File: src/rtl/adcstat_pkg.sv
`timescale 1ns/1ps
package adcstat_pkg;

  localparam int CMD_W  = 8;
  localparam int WORD_W = 8;

  typedef enum logic [1:0] {
    PH_CMD  = 2'd0,
    PH_STAT = 2'd1,
    PH_DATA = 2'd2,
    PH_SKIP = 2'd3
  } phase_t;

  // Status word layout: ready at 7, clamped at 3, standby at 1, lock at 0.
  function automatic logic [WORD_W-1:0] pack_status(
    input logic rdy, input logic err, input logic stby, input logic lock);
    return {rdy, 3'b000, err, 1'b0, stby, lock};
  endfunction

  // True when a command byte is a read of the given address.
  function automatic logic cmd_reads(
    input logic [CMD_W-1:0] cmd, input int rw_bit, input int addr_w, input int addr);
    logic [CMD_W-1:0] want;
    logic [CMD_W-1:0] mask;
    want = CMD_W'((1 << rw_bit) | addr);
    mask = CMD_W'((1 << rw_bit) | ((1 << addr_w) - 1));
    return ((cmd ^ want) & mask) == '0;
  endfunction

endpackage

File: src/rtl/adcstat_flags.sv
`timescale 1ns/1ps
module adcstat_flags
  import adcstat_pkg::*;
(
  input  logic              clk,
  input  logic              rst_n,
  input  logic              result_wr,
  input  logic              result_clamped,
  input  logic              pre_update,
  input  logic              mode_start,
  input  logic              pwr_down,
  input  logic              pll_locked,
  input  logic              data_done,
  output logic [WORD_W-1:0] status_word
);

  logic rdy_q, err_q, stby_q, lock_q;

  // Named flag events, brought out for the assertions.
  logic rdy_set, rdy_clr, err_set, err_clr;
  assign rdy_set = result_wr;
  assign rdy_clr = pre_update | data_done;
  assign err_set = result_wr & result_clamped;
  assign err_clr = mode_start;

  always_ff @(posedge clk) begin
    if (!rst_n) begin
      rdy_q  <= 1'b0;
      err_q  <= 1'b0;
      stby_q <= 1'b0;
      lock_q <= 1'b0;
    end else begin
      if (rdy_set)      rdy_q <= 1'b1;
      else if (rdy_clr) rdy_q <= 1'b0;
      if (err_set)      err_q <= 1'b1;
      else if (err_clr) err_q <= 1'b0;
      stby_q <= pwr_down;
      lock_q <= pll_locked;
    end
  end

  assign status_word = pack_status(rdy_q, err_q, stby_q, lock_q);

  assert_rdy_set_R3: assert property (@(posedge clk) disable iff (!rst_n)
    result_wr |=> status_word[7]);
  assert_rdy_clear_R4: assert property (@(posedge clk) disable iff (!rst_n)
    (pre_update && !result_wr) |=> !status_word[7]);
  assert_err_with_rdy_R6: assert property (@(posedge clk) disable iff (!rst_n)
    $rose(status_word[3]) |-> status_word[7]);
  assert_err_sticky_R7: assert property (@(posedge clk) disable iff (!rst_n)
    (status_word[3] && !mode_start) |=> status_word[3]);
  assert_err_set_wins_R9: assert property (@(posedge clk) disable iff (!rst_n)
    (result_wr && result_clamped && mode_start) |=> status_word[3]);
  assert_levels_R8: assert property (@(posedge clk) disable iff (!rst_n)
    1'b1 |=> (status_word[1] == $past(pwr_down)) && (status_word[0] == $past(pll_locked)));

endmodule

File: src/rtl/adcstat_serial.sv
`timescale 1ns/1ps
module adcstat_serial
  import adcstat_pkg::*;
#(
  parameter int DATA_BITS = 16,
  parameter int ADDR_W    = 2,
  parameter int RW_BIT    = 6,
  parameter int STAT_ADDR = 0,
  parameter int DATA_ADDR = 3
) (
  input  logic              clk,
  input  logic              rst_n,
  input  logic              cs_n,
  input  logic              sck_stb,
  input  logic              sdi,
  input  logic [WORD_W-1:0] status_word,
  output logic              sdo,
  output logic              data_done
);

  localparam int MAX_BITS = (DATA_BITS > CMD_W) ? DATA_BITS : CMD_W;
  localparam int CNT_W    = $clog2(MAX_BITS + 1);
  localparam logic [CNT_W-1:0] CMD_LAST  = CNT_W'(CMD_W - 1);
  localparam logic [CNT_W-1:0] WORD_LAST = CNT_W'(WORD_W - 1);
  localparam logic [CNT_W-1:0] DATA_LAST = CNT_W'(DATA_BITS - 1);

  phase_t             phase;
  logic [CNT_W-1:0]   bitcnt;
  logic [CMD_W-2:0]   cmd_sh;
  logic [WORD_W-1:0]  out_sh;
  logic [CMD_W-1:0]   cmd_next;
  logic               bit_ev;
  logic               cmd_done, stat_done;

  assign bit_ev    = !cs_n && sck_stb;
  assign cmd_next  = {cmd_sh, sdi};
  assign cmd_done  = bit_ev && (phase == PH_CMD)  && (bitcnt == CMD_LAST);
  assign stat_done = bit_ev && (phase == PH_STAT) && (bitcnt == WORD_LAST);
  assign data_done = bit_ev && (phase == PH_DATA) && (bitcnt == DATA_LAST);

  always_ff @(posedge clk) begin
    if (!rst_n) begin
      phase  <= PH_CMD;
      bitcnt <= '0;
      cmd_sh <= '0;
      out_sh <= '0;
    end else if (cs_n) begin
      phase  <= PH_CMD;
      bitcnt <= '0;
    end else if (bit_ev) begin
      unique case (phase)
        PH_CMD: begin
          cmd_sh <= cmd_next[CMD_W-2:0];
          if (cmd_done) begin
            bitcnt <= '0;
            if (cmd_reads(cmd_next, RW_BIT, ADDR_W, STAT_ADDR)) begin
              phase  <= PH_STAT;
              out_sh <= status_word;
            end else if (cmd_reads(cmd_next, RW_BIT, ADDR_W, DATA_ADDR)) begin
              phase  <= PH_DATA;
            end else begin
              phase  <= PH_SKIP;
            end
          end else begin
            bitcnt <= bitcnt + 1'b1;
          end
        end
        PH_STAT: begin
          out_sh <= {out_sh[WORD_W-2:0], 1'b0};
          if (stat_done) begin
            phase  <= PH_CMD;
            bitcnt <= '0;
          end else begin
            bitcnt <= bitcnt + 1'b1;
          end
        end
        PH_DATA: begin
          if (data_done) begin
            phase  <= PH_CMD;
            bitcnt <= '0;
          end else begin
            bitcnt <= bitcnt + 1'b1;
          end
        end
        default: ;
      endcase
    end
  end

  assign sdo = (phase == PH_STAT) ? out_sh[WORD_W-1] : 1'b0;

  assert_stat_len_R2: assert property (@(posedge clk) disable iff (!rst_n)
    (phase == PH_STAT) |-> (bitcnt <= WORD_LAST));
  assert_done_single_R5: assert property (@(posedge clk) disable iff (!rst_n)
    data_done |=> !data_done);
  assert_skip_hold_R10: assert property (@(posedge clk) disable iff (!rst_n)
    ((phase == PH_SKIP) && !cs_n) |=> (phase == PH_SKIP));
  assert_abort_R11: assert property (@(posedge clk) disable iff (!rst_n)
    cs_n |=> ((phase == PH_CMD) && (bitcnt == '0)));

endmodule

File: src/rtl/adcstat_top.sv
`timescale 1ns/1ps
module adcstat_top
  import adcstat_pkg::*;
#(
  parameter int DATA_BITS = 16,
  parameter int ADDR_W    = 2,
  parameter int RW_BIT    = 6,
  parameter int STAT_ADDR = 0,
  parameter int DATA_ADDR = 3
) (
  input  logic clk,
  input  logic rst_n,
  input  logic cs_n,
  input  logic sck_stb,
  input  logic sdi,
  output logic sdo,
  input  logic result_wr,
  input  logic result_clamped,
  input  logic pre_update,
  input  logic mode_start,
  input  logic pwr_down,
  input  logic pll_locked
);

  logic [WORD_W-1:0] status_word;
  logic              data_done;

  adcstat_flags flags_i (
    .clk            (clk),
    .rst_n          (rst_n),
    .result_wr      (result_wr),
    .result_clamped (result_clamped),
    .pre_update     (pre_update),
    .mode_start     (mode_start),
    .pwr_down       (pwr_down),
    .pll_locked     (pll_locked),
    .data_done      (data_done),
    .status_word    (status_word)
  );

  adcstat_serial #(
    .DATA_BITS (DATA_BITS),
    .ADDR_W    (ADDR_W),
    .RW_BIT    (RW_BIT),
    .STAT_ADDR (STAT_ADDR),
    .DATA_ADDR (DATA_ADDR)
  ) serial_i (
    .clk         (clk),
    .rst_n       (rst_n),
    .cs_n        (cs_n),
    .sck_stb     (sck_stb),
    .sdi         (sdi),
    .status_word (status_word),
    .sdo         (sdo),
    .data_done   (data_done)
  );

  assert_sdo_quiet_R10: assert property (@(posedge clk) disable iff (!rst_n)
    (cs_n && $past(cs_n)) |-> !sdo);
  assert_done_clears_R5: assert property (@(posedge clk) disable iff (!rst_n)
    (data_done && !result_wr) |=> !status_word[7]);

endmodule

File: config.mk
export PLATFORM = sky130hd
export DESIGN_NAME = adcstat_top
export DESIGN_NICKNAME = d
export VERILOG_FILES = /design/src/rtl/adcstat_pkg.sv /design/src/rtl/adcstat_flags.sv /design/src/rtl/adcstat_serial.sv /design/src/rtl/adcstat_top.sv
export SDC_FILE = /design/constraint.sdc
export NUM_CORES = 1
export LEC_CHECK = 0
export ABC_AREA = 1
export BUFFER_PORTS_ARGS = -buffer_cell sky130_fd_sc_hd__buf_2
export CAP_MARGIN = 40
export CORE_MARGIN = 8
export CORE_UTILIZATION = 45
export DETAILED_ROUTE_END_ITERATION = 6
export PLACE_DENSITY = 0.74
export SLEW_MARGIN = 25
export SYNTH_ARGS = -nofsm -noshare
export SYNTH_HDL_FRONTEND = slang
export SYNTH_SLANG_ARGS = --single-unit
File: constraint.sdc
create_clock -name clk -period 1.57 [get_ports clk]
set_clock_uncertainty 0.1 [all_clocks]
set_input_delay 0.157 -clock clk [delete_from_list [all_inputs] [get_ports clk]]
set_output_delay 0.157 -clock clk [all_outputs]
set_load 0.005 [all_outputs]
## Yosys cells after proc, flatten, opt, wreduce, memory -nomap -nowiden

Index checks and enable logic that the tools add are counted.
W data, S select, Z words.

- Flip-flop bits (word level): 25
- Input bits: 11

- $add $sub $neg: 1
- Equal/unequal tests: 8
- Multiplexer cells: 18
- Bitwise operators: 6
- Reductions and logical operators: 20

Operators by type and width:

| operator | count |
|---|---|
| $logic_not A8 Y1 | 2 |
| $mux W8 | 2 |
| $pmux W8 S2 | 1 |
| $mux W5 | 3 |
| $pmux W5 S3 | 1 |
| $reduce_and A5 Y1 | 2 |
| $mux W2 | 4 |
| $logic_and A1 B1 Y1 | 7 |
| $mux W1 | 6 |
| $pmux W2 S3 | 1 |
| $reduce_bool A2 Y1 | 3 |
| $add A5 B1 Y5 const B | 1 |
| $eq A5 B3 Y1 const B | 1 |
| $eq A5 B4 Y1 const B | 1 |
| $ne A2 B1 Y1 const B | 2 |
| $ne A2 B2 Y1 const B | 2 |
| $not A1 Y1 | 3 |
| $not A3 Y3 | 1 |
| $reduce_and A3 Y1 | 1 |
| $reduce_bool A3 Y1 | 1 |
| $eq A2 B1 Y1 const B | 1 |
| $eq A2 B2 Y1 const B | 1 |
| $logic_not A2 Y1 | 1 |
| $reduce_and A2 Y1 | 1 |
| 4 further kinds | 4 |

## Depth between registers and ports, before layout

Gate-level depths: netlist of the first run.

- Depth after elaboration: 7
- Gate-level depth with buffers: 12
- Mapped depth without buffers: 12

## By module

From an unflattened synthesis of the first run, not the netlist that was laid out.

- Cells, all modules: 201
- Area total of the unflattened synthesis: 1447.6 um^2

By module, submodules not included:

| module | times used | cells each | area each (um^2) | seq. area each (um^2) |
|---|---|---|---|---|
| adcstat_serial | 1 | 174 | 1234.9 | 420.4 |
| adcstat_flags | 1 | 27 | 212.7 | 80.1 |

## Worst setup path before layout of the first run

OpenSTA, ideal clock, no wires.

- Kind: reg2reg
- From: register serial_i.bitcnt[0]
- To: register serial_i.phase[0]
- Arrival: 1.366 ns
- Required time: 1.357 ns
- Path slack: -0.008 ns
- Stages on the path, launching flop included: 12
- Buffers on the path: 0
- Path through: dfxtp_1 > ha_1 > nand2_2 > nor2_1 > ha_1 > nand2_1 > nor2_1 > nor2_1 > a21oi_1 > nand3_1 > nand2_1 > nor2_1

- Word-level cells in the longest chain between the ends: 4

RTL lines:

| what | RTL line | text |
|---|---|---|
| from (decl) | adcstat_serial.sv:28 | `logic [CNT_W-1:0] bitcnt;` |
| from (signal assigned) | adcstat_serial.sv:65 | `bitcnt <= bitcnt + 1'b1;` |
| from (signal assigned) | adcstat_serial.sv:74 | `bitcnt <= bitcnt + 1'b1;` |
| from (signal assigned) | adcstat_serial.sv:82 | `bitcnt <= bitcnt + 1'b1;` |
| $eq A5 B3 Y1 / $eq A5 B4 Y1 (equally long branches) | adcstat_serial.sv:37, adcstat_serial.sv:38, adcstat_serial.sv:39 |  |
| $logic_and A1 B1 Y1 (on tied branches) | adcstat_serial.sv:38, adcstat_serial.sv:37, adcstat_serial.sv:39 |  |
| $ne A2 B1 Y1 (no line) / $ne A2 B2 Y1 (equally long branches) | -- |  |
| $reduce_and A5 Y1 (no line) (*) | -- |  |
| to (signal assigned) | adcstat_serial.sv:43 | `phase <= PH_CMD;` |
| to (signal assigned) | adcstat_serial.sv:48 | `phase <= PH_CMD;` |
| to (signal assigned) | adcstat_serial.sv:57 | `phase <= PH_STAT;` |
| to (decl) | adcstat_serial.sv:27 | `phase_t phase;` |

Mark *: on every way between the ends. The rest lies on a longest branch, timed or not.
A chain may end at the register's enable or synchronous reset.

## Worst setup path after layout of the first run

- From: register serial_i.bitcnt[0]
- To: register serial_i.bitcnt[4]

- Word-level cells in the longest chain between the ends: 4

RTL lines:

| what | RTL line | text |
|---|---|---|
| branches (longest 3 deep; another with $add A5 B1 Y5) | -- |  |
| $pmux W5 S3 (*) | adcstat_serial.sv:51 | `unique case (phase)` |

Every way passes the cells marked *.

==> key figures, run 1 <==
Yosys
  – Main area contributors after synthesis: dfxtp_1, nand2_1, a21oi_1, nor2_1, inv_1
  – Top cell type's share of synthesized area: 0.372
  – Most common cell in the netlist: nand2_1
  – Mux cell area share after synthesis: 0.0223
  – Compound-cell area share of the yosys netlist: 0.119
  – FF+latch count, synth: 25
  – Post-Syn Nets: 207
  – Post-synth EDFFs: 0
  – Main combinational cell family by area after synthesis: simple AND/OR/NAND/NOR gates
  – Seq/Total Area, Yosys: 0.372
  – Post-synth top area cell: dfxtp_1
  – Post-Synth Adder-Cell Area: 0.0558
  – Simple-Gate Fraction of Synth Area: 0.314
  – Ys flop type: dfxtp_1
  – Synth top cells by count: nand2_1, dfxtp_1, nor2_1
  – Cells after Synth: 190
  – Syn Std Cell Area: 0.00135 mm^2
  – XOR/XNOR share of the synthesized area: 0.0130
  – Synth unique cells: 26
  – Synth Warn #: 0
  – Async set-reset flop share out of synthesis: 0
  – Syn_area_per_cell: 7.08 um^2

STA
  – Total negative setup slack: -80.0 ps
  – Worst Max-Slew Pin Slew: 250 ps
  – FMAX: 0.628 GHz
  – Final worst slack: -23.5 ps
  – Slew Limit Headroom: 0.833
  – Endpoints failing setup: 7
  – Final slew viol count: 0
  – RSZ-0062 raised after global routing: yes
  – Hold Slack: 23.2 ps
  – Crit path time final: 1590 ps
  – Final hold vios: 0
  – Final period util: 1.01

Global routing
  – GRT Overall Usage: 0.118
  – Vias in the first global route: 1,148
  – Overflow after GRT: 0
  – First-pass GRT wire length: 4960 um
  – Largest net degree at the start of global routing: 16
  – Initial antenna violation count: 0

Clock network
  – CTS max path bufs: 2
  – Clock Latency Late Sink: 330 ps
  – Root buffer cell: clkbuf_4
  – CTS Buf Count: 3
  – Reg clk slew, reported paths: 150 ps
  – CTS tree: yes
  – Max H-tree Level: 1
  – Clk sinks: 25

Setup path
  – Type of origin of the critical path: flip-flop
  – Setup CP Type: reg -> reg
  – Slowest stage delay, CP: 380 ps
  – Crit-path slowest cell: dfxtp_2
  – CP cell instances: ha_4 -> nand2_4 -> nor2_4 -> ha_4 -> nand2_4 -> nor2_4 -> nor2_2 -> inv_2 -> nand3_4 -> nand2_2 -> a21oi_2
  – Crit-path max FO: 5
  – Data arrival time of the worst path: 1740 ps
  – WP data required: 1710 ps
  – Critical path capture point type: flip-flop
  – Reg2Reg Setup Slack: -20 ps

Cells and area
  – Syn-to-layout area delta: 33.2%
  – Filler cells: 268
  – Fin nets: 243
  – Layout cells sized above 1: 0.356
  – ANT cells: 0
  – Finished Core Util: 0.607

Floorplanning
  – Die Area: 0.00499 mm^2
  – Initial core utilization: 0.456
  – Die X: 70.7 um
  – Die height: 70.7 um
  – Row count: 20
  – Core footprint: 0.00295 mm^2
  – Top-Level Pins: 12

Worst hold path
  – Min-delay worst type: in -> reg

Flow run
  – Max-Cap Viols: 0

Run status
  – Status: complete, but fails checks
  – Failing checks: negative setup slack

Drt
  – Vias per cell: 5.02
  – Initial drt markers: 63
  – Drt wl/cell: 11.7 um
  – Post-Route WL: 3020 um
  – Vias: 1,295
  – DRC viols: 0
  – Antenna viol nets, final: 0
  – DRT Pass-1 Iters: 6

Pwr
  – Power Density: 598 mW/mm^2
  – Worst VDD drop: 0.000426 V
  – P_leak: 0.785 nW
  – Power Total: 1.07 mW

Placement
  – Detailed Place HPWL: 1960 um
  – Port bufs: 11
  – GPL Wtd Cong: 0.850
## final cells by class
type | instances | area (um^2) | area share
clock buffers | 3 | 22.5 | 0.0126
clock inverters | 1 | 7.51 | 0.00419
inverters | 25 | 93.8 | 0.0524
multi-input cells | 136 | 858 | 0.479
flip-flops and latches | 25 | 504 | 0.281
well taps | 33 | 41.3 | 0.0230
repair buffers | 35 | 264 | 0.147
## registers in the layout, summed over array words and instances (netlist names)
name,flops
flags_i.lock_q,1
serial_i.bitcnt,5
serial_i.cmd_sh,6
flags_i.rdy_q,1
serial_i.out_sh,8
serial_i.phase,2
flags_i.stby_q,1
flags_i.err_q,1
## worst paths after layout
| path | start | endpoint | cells past startpoint |
|---|---|---|---|
| min | rst_n | flags_i.rdy_q | 3 |
| max | serial_i.bitcnt[0] | serial_i.bitcnt[4] | 11 |
| max reg2reg | serial_i.bitcnt[0] | serial_i.bitcnt[4] | 11 |
| min reg2reg | serial_i.cmd_sh[2] | serial_i.cmd_sh[3] | 2 |
## routing by layer
metal / routed length, um / vias up / track usage / part of all wire
met2: 1530 / 27 / 0.198 / 0.50
li1: - / 667 / - / -
met3: 131 / 4 / 0.0268 / 0.043
met4: 31 / 0 / 0.0416 / 0.010
met5: 0 / - / 0 / 0
met1: 1340 / 597 / 0.143 / 0.44
## layout by cell type (no fill, tap or decap), drive strengths merged
master,n
clkinvlp,1
clkbuf,3
nor2,29
xor2,1
o21ai,4
buf,30
inv,25
dfxtp,25
a21oi,22
nand3,14
ha,6
xnor2,1
and2,2
mux2i,3
nand2,51
o21a,1
dlygate4sd3,5
o31ai,1
nor3b,1
## critical path: cells and delay by family, from the launching register on
| kind | cells | cell delay [ps] |
|---|---|---|
| and+or+nand+nor | 7 | 600 |
| adders and majority gates | 2 | 290 |
| AOI/OAI and AO/OA | 1 | 50 |
| DFF | 1 | 380 |
| buffers and inverters | 1 | 90 |
## stage by stage
| step | setup slack [ps] | instance area [um^2] | instances |
|---|---|---|---|
| 2_1_floorplan | 12.5 | 1350 | 190 |
| 3_3_place_gp | 7.54 | 1530 | 247 |
| 3_5_place_dp | -58.5 | 1530 | 247 |
| 4_1_cts | -53.7 | 1630 | 256 |
| 5_1_grt | -108 | 1790 | 258 |
| 6_report | -23.5 | 1790 | 258 |
## cells by family (layout without fill, tap and decap cells)
| logic type | after synthesis | count (layout) |
|---|---|---|
| simple gates | 97 | 97 |
| buf+inv | 29 | 64 |
| compound gates | 28 | 28 |
| flops | 25 | 25 |
| fa+ha+maj | 6 | 6 |
| mux | 3 | 3 |
| xor+xnor | 2 | 2 |
## report_power, final
part	total, mW	internal, mW	switching (mW)
registers	0.652	0.647	0.00501
logic	0.108	0.0471	0.0611
clock network	0.311	0.0975	0.213
total	1.07	0.792	0.279
## what timing repair did
| item | in CTS | in global routing |
|---|---|---|
| hold buffers | 5 | 0 |
| pin swaps | 4 | 13 |
| setup endpoints to repair | 9 | 19 |
| hold endpoints to repair | 4 | 0 |
| gates resized for setup | 7 | 36 |
| setup buffers | 1 | 3 |
Power figures use the tool's default switching activity.
==> run 2, diff against run 1 <==
- CORE_MARGIN: 8 -> unset
- REMOVE_ABC_BUFFERS: unset -> 1
==> key figures, run 2 (synthesis gave the netlist of run 1 again) <==
Cells and area
  – Reg with most FFs: serial_i.out_sh (unchanged)
  – Final std cells w/o fill: 256 (was 258)
  – Fin nets: 243 (unchanged)
  – Commonest non-fill, non-tap cell in the layout: nand2_1 (unchanged)
  – Biggest registers after layout: serial_i.out_sh: 8 flops, serial_i.cmd_sh: 6 flops, serial_i.bitcnt: 5 flops (unchanged)
  – Most frequent cells in the layout: nand2_1, nor2_1, dfxtp_1, inv_1, a21oi_1 (was nand2_1, dfxtp_1, nor2_1, inv_1, buf_4)
  – Max FFs per register: 8 (unchanged)
  – Layout cells sized above 1: 0.307 (was 0.356)
  – Syn-to-layout area delta: 28.2% (was 33.2%)
  – ANT cells: 0 (unchanged)

Clock network
  – CTS max path bufs: 2 (unchanged)
  – Max H-tree Level: 1 (unchanged)
  – Root buffer cell: clkbuf_4 (unchanged)
  – Reg clk slew, reported paths: 140 ps (was 150 ps)
  – CTS Buf Count: 3 (unchanged)
  – CTS tree: yes (unchanged)
  – Clk sinks: 25 (unchanged)
  – Clock Latency Late Sink: 320 ps (was 330 ps)

Floorplanning
  – Initial core utilization: 0.479 (was 0.456)
  – Top-Level Pins: 12 (unchanged)
  – Die height: 56.7 um (was 70.7 um)
  – Core footprint: 0.00281 mm^2 (was 0.00295 mm^2)
  – Die Area: 0.00321 mm^2 (was 0.00499 mm^2)
  – Row count: 19 (was 20)
  – Die X: 56.7 um (was 70.7 um)

STA
  – Final hold vios: 0 (unchanged)
  – Final worst slack: -53.7 ps (was -23.5 ps)
  – RSZ-0062 raised after global routing: yes (unchanged)
  – Worst Max-Slew Pin Slew: 221 ps (was 250 ps)
  – Total negative setup slack: -311 ps (was -80.0 ps)
  – Endpoints failing setup: 10 (was 7)
  – Final slew viol count: 0 (unchanged)
  – Slew Limit Headroom: 0.851 (was 0.833)
  – Final period util: 1.03 (was 1.01)
  – FMAX: 0.616 GHz (was 0.628 GHz)
  – Crit path time final: 1620 ps (was 1590 ps)

Setup path
  – Setup CP Type: reg -> reg (unchanged)
  – Data arrival time of the worst path: 1750 ps (was 1740 ps)
  – Reg2reg start: serial_i.bitcnt[1] (was serial_i.bitcnt[0])
  – Critical path capture point type: flip-flop (unchanged)
  – Type of origin of the critical path: flip-flop (unchanged)
  – Reg2Reg Setup Slack: -50 ps (was -20 ps)
  – Critical Path End: serial_i.bitcnt[2] (was serial_i.bitcnt[4])
  – R2R Path End: serial_i.bitcnt[2] (was serial_i.bitcnt[4])
  – WP data required: 1700 ps (was 1710 ps)
  – CP startpoint: serial_i.bitcnt[1] (was serial_i.bitcnt[0])
  – Worst r2r path cells: 11 (unchanged)
  – Crit-path max FO: 5 (unchanged)

Global routing
  – Overflow after GRT: 0 (unchanged)
  – Initial antenna violation count: 0 (unchanged)
  – Largest net degree at the start of global routing: 16 (unchanged)
  – First-pass GRT wire length: 4840 um (was 4960 um)
  – GRT Overall Usage: 0.192 (was 0.118)
  – Vias in the first global route: 1,170 (was 1,148)

Placement
  – Port bufs: 11 (unchanged)
  – Number of instances in the placed design: 242 (was 247)
  – Detailed Place HPWL: 1920 um (was 1960 um)
  – GPL Wtd Cong: 0.884 (was 0.850)

Run status
  – Status: complete, but fails checks (unchanged)
  – Failing checks: design-rule violations, negative setup slack (was negative setup slack)

Drt
  – Vias per cell: 4.97 (was 5.02)
  – Drt wl/cell: 11.5 um (was 11.7 um)
  – DRT Pass-1 Iters: 6 (unchanged)
  – Post-Route WL: 2950 um (was 3020 um)
  – Vias: 1,273 (was 1,295)
  – DRC viols: 2 (was 0)
  – Initial drt markers: 107 (was 63)
  – Antenna viol nets, final: 0 (unchanged)

Worst hold path
  – Min-delay worst type: in -> reg (unchanged)

Flow run
  – Max-Cap Viols: 0 (unchanged)

Pwr
  – P_leak: 0.771 nW (was 0.785 nW)
  – Worst VDD drop: 0.000580 V (was 0.000426 V)
  – Power Density: 613 mW/mm^2 (was 598 mW/mm^2)
[run 2: metal layers]
metal | up-vias | part of all wire | global-route usage
met4 | 0 | 0.0071 | 0.0964
li1 | 671 | - | -
met5 | - | 0 | 0
met2 | 38 | 0.50 | 0.301
met1 | 562 | 0.44 | 0.246
met3 | 2 | 0.051 | 0.0461
[run 2: repair_timing]
action                                  in CTS  in global routing
pin swaps                                    8                 12
setup buffers                                2                  4
endpoints found under the setup margin      11                 18
hold endpoints to repair                     4                  0
cloned                                       1                  0
resized for setup                           13                 16
hold buffers                                 5                  0
[run 2: stage by stage]
stage / setup WS, ps / power [mW] / hold slack (ps) / area [um^2] / util
floorplan: -9.03 / 0.715 / 150 / 1300 / -
global placement: -22.9 / 0.758 / 240 / 1500 / 0.534
detailed placement: -61.2 / 0.758 / 245 / 1500 / 0.534
CTS: -67.9 / 1.06 / 17.1 / 1650 / 0.588
global route: -178 / 1.10 / 13.4 / 1720 / 0.615
finish: -53.7 / 1.06 / 22.1 / 1720 / 0.615
[run 2: power breakdown]
group | switching [mW] | total, mW | leakage [nW] | internal [mW]
clock | 0.200 | 0.297 | 0.0139 | 0.0974
combinational | 0.0597 | 0.107 | 0.552 | 0.0476
sequential | 0.00491 | 0.652 | 0.205 | 0.647
[run 2: worst max-delay path, stage by stage (launching register included)]
cell and delay (ps):
dfxtp_2 380, ha_4 150, nand2_4 60, nor2_4 120, ha_4 140, nand2_4 50
nor2_4 140, nor2_4 50, inv_2 80, nand3_4 110, nand2_2 80, a21oi_1 60
[run 2: how the worst min path moves through the flow]
stage                           from            endpoint  slack [ps]  cells after the start
final                            sdi  serial_i.cmd_sh[0]          20                      3
after global routing             sdi  serial_i.cmd_sh[0]          10                      3
after CTS                        sdi  serial_i.cmd_sh[0]          20                      3
after detailed placement    pwr_down      flags_i.stby_q         240                      3
after global placement    pll_locked      flags_i.lock_q         240                      3
after floorplan                rst_n      flags_i.lock_q         150                      2
[run 2: final cells by class]
class                      count  area (um^2)
fill                         247         1080
multi-input combinational    137          812
sequential                    25          505
timing repair buffer          34          244
inverter                      25         93.8
tap                           31         38.8
clock buffer                   3         22.5
clock inverter                 1         7.51
